File: src/rtl/dmac_pkg.sv
package dmac_pkg;

  localparam int CMD_W   = 7;
  localparam int CAUSE_W = 32;
  localparam int DESC_W  = 32;

  // command word bit positions (write-one)
  localparam int C_RX_EN    = 0;
  localparam int C_RX_ABORT = 1;
  localparam int C_STOP_HI  = 2;
  localparam int C_STOP_LO  = 3;
  localparam int C_START_HI = 4;
  localparam int C_START_LO = 5;
  localparam int C_TX_ABORT = 6;

  // descriptor command/status bits decoded here
  localparam int D_OWN  = 31;
  localparam int D_EI   = 23;
  localparam int D_LAST = 16;

  // cause register bit positions
  localparam int K_RX_BUF    = 0;
  localparam int K_TXBUF_HI  = 2;
  localparam int K_TXBUF_LO  = 3;
  localparam int K_TXEND_HI  = 6;
  localparam int K_TXEND_LO  = 7;
  localparam int K_RX_ERR    = 8;
  localparam int K_RLIM_HI   = 10;
  localparam int K_RLIM_LO   = 11;
  localparam int SUM_LO      = 4;
  localparam int SUM_HI      = 30;

  typedef enum logic [1:0] {
    ENG_IDLE  = 2'd0,
    ENG_FETCH = 2'd1,
    ENG_XFER  = 2'd2
  } eng_state_t;

  function automatic logic [CAUSE_W-1:0] cause_next(
    input logic [CAUSE_W-1:0] cur,
    input logic               wr,
    input logic [CAUSE_W-1:0] wdata,
    input logic [CAUSE_W-1:0] set
  );
    return (wr ? (cur & wdata) : cur) | set;
  endfunction

  function automatic logic cause_summary(
    input logic [CAUSE_W-1:0] cur,
    input logic [CAUSE_W-1:0] mask
  );
    logic [CAUSE_W-1:0] hit;
    hit = cur & mask;
    return |hit[SUM_HI:SUM_LO];
  endfunction

endpackage

File: src/rtl/dmac_cmd_regs.sv
module dmac_cmd_regs
  import dmac_pkg::*;
(
  input  logic             clk,
  input  logic             rst_n,
  input  logic             cmd_wr,
  input  logic [CMD_W-1:0] cmd_wdata,
  input  logic             tx_idle,
  input  logic             rx_idle,
  input  logic [1:0]       tx_chain_end,
  input  logic             rx_chain_end,
  output logic [1:0]       run,
  output logic [1:0]       stop_hit,
  output logic             rx_en,
  output logic             abort_tx,
  output logic             abort_rx,
  output logic [CMD_W-1:0] rdata
);

  logic [1:0] wr_start, wr_stop, run_q, stop_q;
  logic       wr_abort_tx, wr_abort_rx, wr_rx_en;
  logic       rx_en_q, abort_tx_q, abort_rx_q;

  assign wr_start    = {2{cmd_wr}} & {cmd_wdata[C_START_LO], cmd_wdata[C_START_HI]};
  assign wr_stop     = {2{cmd_wr}} & {cmd_wdata[C_STOP_LO],  cmd_wdata[C_STOP_HI]};
  assign wr_abort_tx = cmd_wr & cmd_wdata[C_TX_ABORT];
  assign wr_abort_rx = cmd_wr & cmd_wdata[C_RX_ABORT];
  assign wr_rx_en    = cmd_wr & cmd_wdata[C_RX_EN];

  // per-queue run/stop bits; stop wins over start, abort over both
  always_ff @(posedge clk or negedge rst_n) begin
    if (!rst_n) begin
      run_q  <= '0;
      stop_q <= '0;
    end else begin
      for (int q = 0; q < 2; q++) begin
        if (wr_abort_tx || wr_stop[q]) run_q[q] <= 1'b0;
        else if (wr_start[q])          run_q[q] <= 1'b1;
        else if (tx_chain_end[q])      run_q[q] <= 1'b0;
        if (wr_stop[q])       stop_q[q] <= 1'b1;
        else if (wr_start[q]) stop_q[q] <= 1'b0;
      end
    end
  end

  always_ff @(posedge clk or negedge rst_n) begin
    if (!rst_n) begin
      rx_en_q    <= 1'b0;
      abort_tx_q <= 1'b0;
      abort_rx_q <= 1'b0;
    end else begin
      if (wr_abort_rx)       rx_en_q <= 1'b0;
      else if (wr_rx_en)     rx_en_q <= 1'b1;
      else if (rx_chain_end) rx_en_q <= 1'b0;
      if (wr_abort_tx)  abort_tx_q <= 1'b1;
      else if (tx_idle) abort_tx_q <= 1'b0;
      if (wr_abort_rx)  abort_rx_q <= 1'b1;
      else if (rx_idle) abort_rx_q <= 1'b0;
    end
  end

  assign run      = run_q;
  assign stop_hit = wr_stop & run_q;
  assign rx_en    = rx_en_q;
  assign abort_tx = abort_tx_q;
  assign abort_rx = abort_rx_q;

  always_comb begin
    rdata             = '0;
    rdata[C_RX_EN]    = rx_en_q;
    rdata[C_RX_ABORT] = abort_rx_q;
    rdata[C_STOP_HI]  = stop_q[0];
    rdata[C_STOP_LO]  = stop_q[1];
    rdata[C_START_HI] = run_q[0];
    rdata[C_START_LO] = run_q[1];
    rdata[C_TX_ABORT] = abort_tx_q;
  end

  a_r3_stop_wins: assert property (@(posedge clk) disable iff (!rst_n)
    (cmd_wr && cmd_wdata[C_STOP_HI] && cmd_wdata[C_START_HI]) |=> (!run_q[0] && stop_q[0]));

  a_r8_abort_held: assert property (@(posedge clk) disable iff (!rst_n)
    (abort_tx_q && !tx_idle) |=> abort_tx_q);

endmodule

File: src/rtl/dmac_tx_engine.sv
module dmac_tx_engine
  import dmac_pkg::*;
#(
  parameter int RETRY_W = 4
) (
  input  logic               clk,
  input  logic               rst_n,
  input  logic [1:0]         run,
  input  logic [1:0]         stop_hit,
  input  logic               abort,
  input  logic [RETRY_W-1:0] retry_limit,
  input  logic               desc_valid,
  input  logic [DESC_W-1:0]  desc_word,
  input  logic               done,
  input  logic               coll,
  output logic               fetch_req,
  output logic               fetch_lo,
  output logic               xmit,
  output logic               retry_pulse,
  output logic               close,
  output logic               close_err,
  output logic               idle,
  output logic [1:0]         chain_end,
  output logic [1:0]         buf_evt,
  output logic [1:0]         end_evt,
  output logic [1:0]         rlim_evt
);

  function automatic logic retry_spent(input logic [RETRY_W-1:0] cnt,
                                       input logic [RETRY_W-1:0] lim);
    return (lim != '0) && (cnt == lim);
  endfunction

  eng_state_t         state;
  logic               cur_q, in_frame, ei_q, last_q;
  logic [RETRY_W-1:0] retry_cnt;

  logic own, fetch_hit, chain_hit, drop_hit, take_hit;
  logic xfer_done, spent, frame_end, park;
  logic unused_desc;

  assign own       = desc_word[D_OWN];
  assign fetch_hit = (state == ENG_FETCH) && desc_valid && !abort;
  assign chain_hit = fetch_hit && !own;
  assign drop_hit  = fetch_hit && own && !in_frame && !run[cur_q];
  assign take_hit  = fetch_hit && own && !drop_hit;
  assign xfer_done = (state == ENG_XFER) && done && !abort;
  assign spent     = retry_spent(retry_cnt, retry_limit);

  assign retry_pulse = xfer_done && coll && !spent;
  assign close       = xfer_done && (!coll || spent);
  assign close_err   = xfer_done && coll && spent;
  assign frame_end   = close && (last_q || close_err);
  assign park        = frame_end && !run[cur_q];

  assign unused_desc = ^{desc_word[30:24], desc_word[22:17], desc_word[15:0]};

  generate
    for (genvar q = 0; q < 2; q++) begin : g_q
      logic on_q;
      assign on_q        = (state != ENG_IDLE) && (cur_q == 1'(q));
      assign chain_end[q] = chain_hit && (cur_q == 1'(q));
      assign buf_evt[q]   = close && ei_q && (cur_q == 1'(q));
      assign rlim_evt[q]  = close_err && (cur_q == 1'(q));
      assign end_evt[q]   = (stop_hit[q] && !on_q) ||
                            ((chain_hit || drop_hit || park) && (cur_q == 1'(q)));
    end
  endgenerate

  always_ff @(posedge clk or negedge rst_n) begin
    if (!rst_n) begin
      state     <= ENG_IDLE;
      cur_q     <= 1'b0;
      in_frame  <= 1'b0;
      ei_q      <= 1'b0;
      last_q    <= 1'b0;
      retry_cnt <= '0;
    end else if (abort && state != ENG_IDLE) begin
      state    <= ENG_IDLE;
      in_frame <= 1'b0;
    end else begin
      case (state)
        ENG_IDLE: begin
          if (!abort && run[0]) begin
            state <= ENG_FETCH; cur_q <= 1'b0; in_frame <= 1'b0;
          end else if (!abort && run[1]) begin
            state <= ENG_FETCH; cur_q <= 1'b1; in_frame <= 1'b0;
          end
        end
        ENG_FETCH: begin
          if (chain_hit || drop_hit) begin
            state    <= ENG_IDLE;
            in_frame <= 1'b0;
          end else if (take_hit) begin
            state     <= ENG_XFER;
            in_frame  <= 1'b1;
            ei_q      <= desc_word[D_EI];
            last_q    <= desc_word[D_LAST];
            retry_cnt <= '0;
          end
        end
        ENG_XFER: begin
          if (retry_pulse) retry_cnt <= retry_cnt + 1'b1;
          if (close) begin
            if (frame_end) begin
              state    <= ENG_IDLE;
              in_frame <= 1'b0;
            end else begin
              state <= ENG_FETCH;
            end
          end
        end
        default: state <= ENG_IDLE;
      endcase
    end
  end

  assign fetch_req = (state == ENG_FETCH);
  assign fetch_lo  = cur_q;
  assign xmit      = (state == ENG_XFER);
  assign idle      = (state == ENG_IDLE);

  a_r8_abort_leaves: assert property (@(posedge clk) disable iff (!rst_n)
    (abort && state != ENG_IDLE) |=> state == ENG_IDLE);

  a_r4_frame_continues: assert property (@(posedge clk) disable iff (!rst_n)
    (close && !last_q && !close_err) |=> state == ENG_FETCH);

  a_r7_err_needs_limit: assert property (@(posedge clk) disable iff (!rst_n)
    close_err |-> retry_limit != '0);

endmodule

File: src/rtl/dmac_rx_engine.sv
module dmac_rx_engine
  import dmac_pkg::*;
(
  input  logic              clk,
  input  logic              rst_n,
  input  logic              rx_en,
  input  logic              abort,
  input  logic              desc_valid,
  input  logic [DESC_W-1:0] desc_word,
  input  logic              done,
  output logic              fetch_req,
  output logic              recv,
  output logic              close,
  output logic              idle,
  output logic              chain_end,
  output logic              buf_evt
);

  eng_state_t state;
  logic       ei_q, fetch_hit, take_hit;
  logic       unused_desc;

  assign fetch_hit = (state == ENG_FETCH) && desc_valid && !abort;
  assign chain_end = fetch_hit && !desc_word[D_OWN];
  assign take_hit  = fetch_hit && desc_word[D_OWN];
  assign close     = (state == ENG_XFER) && done && !abort;
  assign buf_evt   = close && ei_q;
  assign unused_desc = ^{desc_word[30:24], desc_word[22:0]};

  always_ff @(posedge clk or negedge rst_n) begin
    if (!rst_n) begin
      state <= ENG_IDLE;
      ei_q  <= 1'b0;
    end else if (abort && state != ENG_IDLE) begin
      state <= ENG_IDLE;
    end else begin
      case (state)
        ENG_IDLE:  if (rx_en && !abort) state <= ENG_FETCH;
        ENG_FETCH: begin
          if (chain_end) state <= ENG_IDLE;
          else if (take_hit) begin
            state <= ENG_XFER;
            ei_q  <= desc_word[D_EI];
          end
        end
        ENG_XFER:  if (close) state <= rx_en ? ENG_FETCH : ENG_IDLE;
        default:   state <= ENG_IDLE;
      endcase
    end
  end

  assign fetch_req = (state == ENG_FETCH);
  assign recv      = (state == ENG_XFER);
  assign idle      = (state == ENG_IDLE);

  a_r10_abort_leaves: assert property (@(posedge clk) disable iff (!rst_n)
    (abort && state != ENG_IDLE) |=> state == ENG_IDLE);

endmodule

File: src/rtl/dmac_cause.sv
module dmac_cause
  import dmac_pkg::*;
(
  input  logic               clk,
  input  logic               rst_n,
  input  logic [CAUSE_W-1:0] set_vec,
  input  logic               cause_wr,
  input  logic [CAUSE_W-1:0] cause_wdata,
  input  logic [CAUSE_W-1:0] irq_mask,
  output logic [CAUSE_W-1:0] cause,
  output logic               irq
);

  logic [CAUSE_W-1:0] cause_q;

  always_ff @(posedge clk or negedge rst_n) begin
    if (!rst_n) cause_q <= '0;
    else        cause_q <= cause_next(cause_q, cause_wr, cause_wdata, set_vec);
  end

  assign cause = cause_q;
  assign irq   = cause_summary(cause_q, irq_mask);

  a_r11_sticky: assert property (@(posedge clk) disable iff (!rst_n)
    !cause_wr |=> ((cause_q & $past(cause_q)) == $past(cause_q)));

endmodule

File: src/rtl/dmac_ctrl.sv
module dmac_ctrl
  import dmac_pkg::*;
#(
  parameter int RETRY_W = 4
) (
  input  logic               clk,
  input  logic               rst_n,
  input  logic               cmd_wr,
  input  logic [6:0]         cmd_wdata,
  output logic [6:0]         cmd_rdata,
  input  logic [RETRY_W-1:0] retry_limit,
  output logic               tx_fetch_req,
  output logic               tx_fetch_lo,
  input  logic               tx_desc_valid,
  input  logic [31:0]        tx_desc_word,
  output logic               tx_xmit,
  input  logic               tx_done,
  input  logic               tx_coll,
  output logic               tx_retry,
  output logic               tx_close,
  output logic               tx_close_err,
  output logic               rx_fetch_req,
  input  logic               rx_desc_valid,
  input  logic [31:0]        rx_desc_word,
  output logic               rx_recv,
  input  logic               rx_done,
  output logic               rx_close,
  input  logic               cause_wr,
  input  logic [31:0]        cause_wdata,
  input  logic [31:0]        irq_mask,
  output logic [31:0]        cause,
  output logic               irq
);

  logic [1:0] run, stop_hit, tx_chain_end, tx_buf_evt, tx_end_evt, tx_rlim_evt;
  logic       rx_en, abort_tx, abort_rx, tx_idle, rx_idle;
  logic       rx_chain_end, rx_buf_evt;
  logic [CAUSE_W-1:0] set_vec;

  dmac_cmd_regs u_cmd (
    .clk          (clk),
    .rst_n        (rst_n),
    .cmd_wr       (cmd_wr),
    .cmd_wdata    (cmd_wdata),
    .tx_idle      (tx_idle),
    .rx_idle      (rx_idle),
    .tx_chain_end (tx_chain_end),
    .rx_chain_end (rx_chain_end),
    .run          (run),
    .stop_hit     (stop_hit),
    .rx_en        (rx_en),
    .abort_tx     (abort_tx),
    .abort_rx     (abort_rx),
    .rdata        (cmd_rdata)
  );

  dmac_tx_engine #(.RETRY_W(RETRY_W)) u_tx (
    .clk         (clk),
    .rst_n       (rst_n),
    .run         (run),
    .stop_hit    (stop_hit),
    .abort       (abort_tx),
    .retry_limit (retry_limit),
    .desc_valid  (tx_desc_valid),
    .desc_word   (tx_desc_word),
    .done        (tx_done),
    .coll        (tx_coll),
    .fetch_req   (tx_fetch_req),
    .fetch_lo    (tx_fetch_lo),
    .xmit        (tx_xmit),
    .retry_pulse (tx_retry),
    .close       (tx_close),
    .close_err   (tx_close_err),
    .idle        (tx_idle),
    .chain_end   (tx_chain_end),
    .buf_evt     (tx_buf_evt),
    .end_evt     (tx_end_evt),
    .rlim_evt    (tx_rlim_evt)
  );

  dmac_rx_engine u_rx (
    .clk        (clk),
    .rst_n      (rst_n),
    .rx_en      (rx_en),
    .abort      (abort_rx),
    .desc_valid (rx_desc_valid),
    .desc_word  (rx_desc_word),
    .done       (rx_done),
    .fetch_req  (rx_fetch_req),
    .recv       (rx_recv),
    .close      (rx_close),
    .idle       (rx_idle),
    .chain_end  (rx_chain_end),
    .buf_evt    (rx_buf_evt)
  );

  always_comb begin
    set_vec             = '0;
    set_vec[K_RX_BUF]   = rx_buf_evt;
    set_vec[K_TXBUF_HI] = tx_buf_evt[0];
    set_vec[K_TXBUF_LO] = tx_buf_evt[1];
    set_vec[K_TXEND_HI] = tx_end_evt[0];
    set_vec[K_TXEND_LO] = tx_end_evt[1];
    set_vec[K_RX_ERR]   = rx_chain_end;
    set_vec[K_RLIM_HI]  = tx_rlim_evt[0];
    set_vec[K_RLIM_LO]  = tx_rlim_evt[1];
  end

  dmac_cause u_cause (
    .clk         (clk),
    .rst_n       (rst_n),
    .set_vec     (set_vec),
    .cause_wr    (cause_wr),
    .cause_wdata (cause_wdata),
    .irq_mask    (irq_mask),
    .cause       (cause),
    .irq         (irq)
  );

  a_r5_chain_drops_run: assert property (@(posedge clk) disable iff (!rst_n)
    (tx_chain_end[0] && !(cmd_wr && cmd_wdata[C_START_HI])) |=> !run[0]);

  a_r6_bufret_raised: assert property (@(posedge clk) disable iff (!rst_n)
    tx_buf_evt[0] |=> cause[K_TXBUF_HI]);

  a_r12_irq_has_cause: assert property (@(posedge clk) disable iff (!rst_n)
    irq |-> (cause[SUM_HI:SUM_LO] != '0));

endmodule

File: config.mk
export PLATFORM = sky130hd
export DESIGN_NAME = dmac_ctrl
export DESIGN_NICKNAME = d
export VERILOG_FILES = /design/src/rtl/dmac_pkg.sv /design/src/rtl/dmac_cmd_regs.sv /design/src/rtl/dmac_tx_engine.sv /design/src/rtl/dmac_rx_engine.sv /design/src/rtl/dmac_cause.sv /design/src/rtl/dmac_ctrl.sv
export SDC_FILE = /design/constraint.sdc
export NUM_CORES = 1
export LEC_CHECK = 0
export CORE_UTILIZATION = 30
export DETAILED_ROUTE_END_ITERATION = 8
export PLACE_DENSITY_LB_ADDON = 0.25
export SETUP_SLACK_MARGIN = 0.05
export SLEW_MARGIN = 20
export SYNTH_ARGS = -nofsm -noshare
export SYNTH_HDL_FRONTEND = slang
export SYNTH_SLANG_ARGS = --single-unit
File: constraint.sdc
create_clock -name clk -period 1.41 [get_ports clk]
set_input_delay 0.141 -clock clk [delete_from_list [all_inputs] [get_ports clk]]
set_output_delay 0.141 -clock clk [all_outputs]
set_load 0.02 [all_outputs]
==> impl_metrics.csv, run 1 <==
group,metric,value,unit
outcome,status,"complete, but fails checks",
outcome,failed_checks,"setup timing",
clock_tree,numCtsBuffers,5,
routing,vias,2622,
floorplan,die-area,8750,um2
routing,top_layer_used,"met4",
clock_tree,htreeDepth,2,
sta,post-route-period-util,137,%
synthesis,synthArstFlopShare,100,%
global_route,grt_overflow_total,0,
final_layout,finish.instance_area,4910,um2
synthesis,netlist_area,2510,um2
synthesis,synth_edf_count,0,
routing,drt_first_pass_iters,4,
synthesis,ys.flop_type,"dfrtp_1",
final_layout,layout_common_cells,"clkdlybuf4s50_1 (79), buf_4 (62), dfrtp_1 (49), dlygate4sd2_1 (36), o21a_1 (28)",
hold_path,min_path_type,"in2async",
synthesis,syn_area_per_cell,11.0,um2
floorplan,initial_core_util,30.8,%
synthesis,ys_ff_latch,52,
power,p_per_area,1040,nW/um2
power,leakage,0.00235,uW
floorplan,die_x,93.6,um
global_route,grt_pass1_vias,2671,
routing,post_drt_wl_per_cell,15.3,um
sta,finalSetupTns,-2590,ps
flow_run,cap_violations,0,
placement,gp_congestion,0.816,
routing,ant_nets,0,
power,max-vdd-ir-drop,0.507,mV
sta,max_freq,0.517,GHz
clock_tree,clk_latency,310,ps
global_route,grt_first_pass_wirelength,12600,um
sta,slew_headroom,75.5,%
clock_tree,path_clk_slew,100,ps
floorplan,ios,197,
placement,place_ws,-773,ps
placement,dp_hpwl,5900,um
clock_tree,cts_buffer_depth,2,
placement,place_area,4440,um2
sta,rsz0062_at_grt,"true",
sta,finalSetupViolCount,18,
sta,period_needed,1930,ps
worst_setup_path,worstPathRequired,1270,ps
worst_setup_path,ff2ff_path_depth,5,
sta,setup_ws,-524,ps
routing,routed_wirelength,8300,um
placement,numPortBuffers,132,
floorplan,die_h,93.6,um
final_layout,drive_gt1_share,33.6,%
routing,post-route-drc-count,0,
routing,drt-initial-drc-count,54,
sta,slew_violations,0,
worst_setup_path,cp.arrival,1790,ps
final_layout,final_common_cell,"clkdlybuf4s50_1",
synthesis,syn_nets,378,
final_layout,syn_to_final_growth,95.3,%
routing,met2_length,4120,um
worst_setup_path,end_kind,"primary output",
global_route,grt_antenna_before_repair,0,
clock_tree,clock_sinks,52,
synthesis,synthesis.instances,229,
routing,via_per_inst,4.84,
worst_setup_path,crit_fanout,2,
synthesis,ys_seq_area_share,51.7,%
global_route,grt_use_total,18.4,%
routing,wl_met3,490,um
final_layout,antenna_cells,0,
routing,m1WireLength,3620,um
sta,hold_viol,0,
final_layout,final_nets,585,
floorplan,coreArea,8180,um2
sta,skew,9.97,ps
worst_setup_path,path_class,"reg2out",
final_layout,fill_cells,701,
synthesis,synthDistinctLibCells,51,
clock_tree,cts_tree,"built",
global_route,grt_max_degree,53,
sta,tightest_slew,364,ps
clock_tree,cts_root_buf,"clkbuf_8",
final_layout,final_core_utilization,60.1,%
synthesis,yosys_warnings,0,
floorplan,fp-row-count,33,
worst_setup_path,start_kind,"register",
==> synth_stat cells (4+ instances only) <==
| master | number | area [um2] |
|---|---|---|
| o41ai_1 | 4 | 35.0 |
| a22o_1 | 4 | 35.0 |
| o21a_1 | 28 | 210 |
| inv_1 | 9 | 33.8 |
| xor2_1 | 4 | 35.0 |
| a22oi_1 | 11 | 82.6 |
| dfrtp_1 | 52 | 1300 |
| nand4_1 | 5 | 31.3 |
| o21ai_0 | 14 | 70.1 |
| nor2_1 | 9 | 33.8 |
| nand2_1 | 17 | 63.8 |
| nand2b_1 | 5 | 31.3 |
| a21oi_1 | 7 | 35.0 |
| clkbuf_1 | 4 | 15.0 |
| nor2b_1 | 5 | 31.3 |
==> state kept, by name (all words and copies together) (netlist names) <==
| name | cells |
|---|---|
| u_cause.cause | 32 |
| u_cmd.abort_rx | 1 |
| u_cmd.abort_tx | 1 |
| u_cmd.run | 2 |
| u_cmd.rx_en | 1 |
| u_cmd.stop_q | 2 |
| u_rx.ei_q | 1 |
| u_rx.state | 2 |
| u_tx.ei_q | 1 |
| u_tx.fetch_lo | 1 |
| u_tx.in_frame | 1 |
| u_tx.last_q | 1 |
| u_tx.retry_cnt | 4 |
| u_tx.state | 2 |
==> per-layer routing <==
metal  vias up  global-route usage (%)
met4         0                    3.97
met2        77                    32.0
li1       1282                       -
met3         7                    3.66
met5         -                       0
met1      1256                    23.6
==> cell type report <==
type / count / area, um2 / share of cell area (%)
Timing Repair Buffer: 210 / 1930 / 39.4
Inverter: 9 / 33.8 / 0.688
Sequential cell: 52 / 1310 / 26.6
Tap cell: 105 / 131 / 2.68
Clock buffer: 6 / 72.6 / 1.48
Multi-Input combinational cell: 158 / 1370 / 28.0
Clock inverter: 2 / 60.1 / 1.22
==> worst max-delay path, stage by stage, from the launching register on <==
cell      delay [ps]
dfrtp_2          410
a22o_1           210
a221oi_2         230
nand4_1          120
or3_4            380
buf_6            140
==> final timing paths <==
check	slack [ps]	start	end
min in group clk	410	cmd_wdata[1]	u_cmd.abort_rx
hold / removal	340	rst_n	u_cause.cause[1]
setup / recovery	-520	u_cause.cause[4]	irq
max in group asynchronous	800	rst_n	u_tx.fetch_lo
setup reg to reg	-120	u_tx.fetch_lo	u_cause.cause[6]
hold reg to reg	470	u_rx.ei_q	u_cause.cause[0]
==> kinds of logic after synthesis <==
family | share of synthesized area [%]
AO/OA/AOI/OAI | 27.4
AND/OR/NAND/NOR | 12.7
flip-flops | 51.7
buffers and inverters | 3.68
multiplexers | 2.64
XOR/XNOR | 1.39
adder cells (fa/ha/maj) | 0.497
==> repair_timing <==
item,CTS,global route
endpoints found under the setup margin,66,32
setup buffers,9,6
gates resized for setup,132,38
hold buffers,1,0
endpoints found under the hold margin,52,0
pin swaps,15,14
==> power breakdown <==
group | internal (uW) | total, uW | switching, uW
Clock | 710 | 1210 | 502
Sequential | 1670 | 1820 | 145
Combinational | 1080 | 2070 | 988
Total | 3460 | 5090 | 1630
==> stage by stage <==
step	hold slack, ps	instances	total power (uW)
4_1_cts	356	539	4950
5_1_grt	371	542	5370
3_3_place_gp	158	522	3590
3_5_place_dp	158	522	3610
2_1_floorplan	-155	229	2660
6_report	343	542	5090
Power figures use the tool's default switching activity.
==> run 2, diff against run 1 <==
Settings changed: CTS_BUF_LIST set to sky130_fd_sc_hd__clkbuf_16.
==> impl_metrics.csv, run 2 (synthesis results as in run 1) <==
group,metric,value,unit
sta,setup_ws,-486,ps
power,p_per_area,1090,nW/um2
sta,slew_violations,0,
sta,finalSetupViolCount,18,
outcome,failed_checks,"setup timing",
sta,skew,9.40,ps
worst_setup_path,ff2ff_path_depth,6,
floorplan,coreArea,8180,um2
hold_path,min_path_type,"in2async",
sta,hold_viol,0,
power,leakage,0.00239,uW
routing,drt-initial-drc-count,62,
clock_tree,cts_buffer_depth,2,
global_route,grt_use_total,18.6,%
worst_setup_path,cp.arrival,1760,ps
worst_setup_path,cp_cell_sequence,"a22o_1 > a221oi_2 > nand4_1 > or3_4 > buf_6",
power,power.share.clock,28.5,%
routing,post-route-drc-count,0,
power,p_int,3740,uW
global_route,grt_antenna_before_repair,0,
worst_setup_path,path_class,"reg2out",
worst_setup_path,end_kind,"primary output",
final_layout,antenna_cells,0,
sta,tightest_slew,361,ps
final_layout,syn_to_final_growth,96.6,%
worst_setup_path,crit_fanout,2,
sta,max_freq,0.527,GHz
global_route,grt_max_degree,53,
clock_tree,htreeDepth,2,
flow_run,cap_violations,0,
final_layout,final_common_cell,"clkdlybuf4s50_1",
routing,routed_wirelength,8170,um
sta,rsz0062_at_grt,"true",
floorplan,die-area,8750,um2
clock_tree,clock_sinks,52,
clock_tree,clk_latency,290,ps
outcome,status,"complete, but fails checks",
power,swShare,30.5,%
floorplan,fp-row-count,33,
floorplan,die_x,93.6,um
floorplan,initial_core_util,30.8,%
sta,slew_headroom,75.7,%
routing,ant_nets,0,
clock_tree,cts_root_buf,"clkbuf_16",
placement,dp_hpwl,5900,um
worst_setup_path,max_stage_delay,400,ps
placement,place_ws,-773,ps
floorplan,ios,197,
worst_setup_path,worstPathRequired,1270,ps
global_route,grt_first_pass_wirelength,12700,um
routing,post_drt_wl_per_cell,15.1,um
routing,via_per_inst,4.82,
floorplan,die_h,93.6,um
placement,place_area,4440,um2
power,switching_power,1640,uW
power,pwr-share-seq,33.9,%
sta,post-route-period-util,135,%
final_layout,finish.instance_area,4940,um2
final_layout,drive_gt1_share,32.8,%
final_layout,fill_cells,704,
routing,vias,2609,
power,max-vdd-ir-drop,0.609,mV
clock_tree,cts_tree,"built",
worst_setup_path,slowest_stage,"dfrtp_2",
power,combPwrFrac,37.6,%
sta,period_needed,1900,ps
final_layout,layout_common_cells,"clkdlybuf4s50_1 (78), buf_4 (59), dfrtp_1 (49), dlygate4sd2_1 (42), o21a_1 (28)",
placement,gp_congestion,0.816,
final_layout,final_nets,584,
worst_setup_path,start_kind,"register",
routing,drt_first_pass_iters,4,
clock_tree,numCtsBuffers,5,
global_route,grt_overflow_total,0,
final_layout,largest_reg_flops,32,
clock_tree,path_clk_slew,70,ps
global_route,grt_pass1_vias,2657,
placement,numPortBuffers,132,
## run 2: per-stage QoR
step	total power, uW	setup TNS [ps]	utilization [%]	instances	hold slack (ps)
5_1_grt	5670	-3710	60.5	541	412
2_1_floorplan	2660	-705	-	229	-155
3_3_place_gp	3590	-6360	54.3	522	158
4_1_cts	5340	-2370	59.5	539	386
3_5_place_dp	3610	-6630	54.3	522	158
6_report	5380	-2270	60.5	541	369
## run 2: cell type report
type                       count  area, um2  share of cell area [%]
multi-input combinational    158       1360                    27.5
clock buffer                   5        125                    2.53
timing repair buffer         209       1930                    39.0
inverter                       9       33.8                   0.683
sequential                    52       1310                    26.4
clock inverter                 3       63.8                    1.29
tap                          105        131                    2.66
## run 2: what timing repair did
action	4_1_cts	5_1_grt
endpoints found under the hold margin	52	0
gates resized for setup	139	24
setup endpoints to repair	66	27
setup buffers	9	6
hold buffers	1	0
pin swaps	15	12
## run 2: critical path, delay by kind of cell, from the launching register on
kind	cells	cell delay (ps)
AOI/OAI and AO/OA	2	430
buffers and inverters	1	140
DFF	1	400
and+or+nand+nor	2	500
## run 2: layer usage
layer | track usage [%] | vias to the layer above | share of wire (%)
met3 | 3.90 | 7 | 6.0
met5 | 0 | - | 0
li1 | - | 1286 | -
met4 | 3.59 | 0 | 1.0
met2 | 32.3 | 80 | 49
met1 | 23.9 | 1236 | 44
## run 2: final timing paths
path | from | to | slack (ps)
worst max-delay path | u_cause.cause[4] | irq | -490
worst min-delay path | rst_n | u_cause.cause[1] | 370
worst max register to register | u_tx.retry_cnt[2] | u_cause.cause[2] | -110
worst min register to register | u_rx.ei_q | u_cause.cause[0] | 460
max in group asynchronous | rst_n | u_tx.fetch_lo | 770
min in group clk | cmd_wdata[1] | u_cmd.abort_rx | 440
## run 2: power groups by stage
stage | sequential [uW] | clock (uW) | combinational (uW)
global route | 1850 | 1640 | 2180
CTS | 1810 | 1570 | 1960
global placement | 1820 | 0 | 1780
floorplan | 1920 | 0 | 733
finish | 1820 | 1530 | 2020
detailed placement | 1820 | 0 | 1790
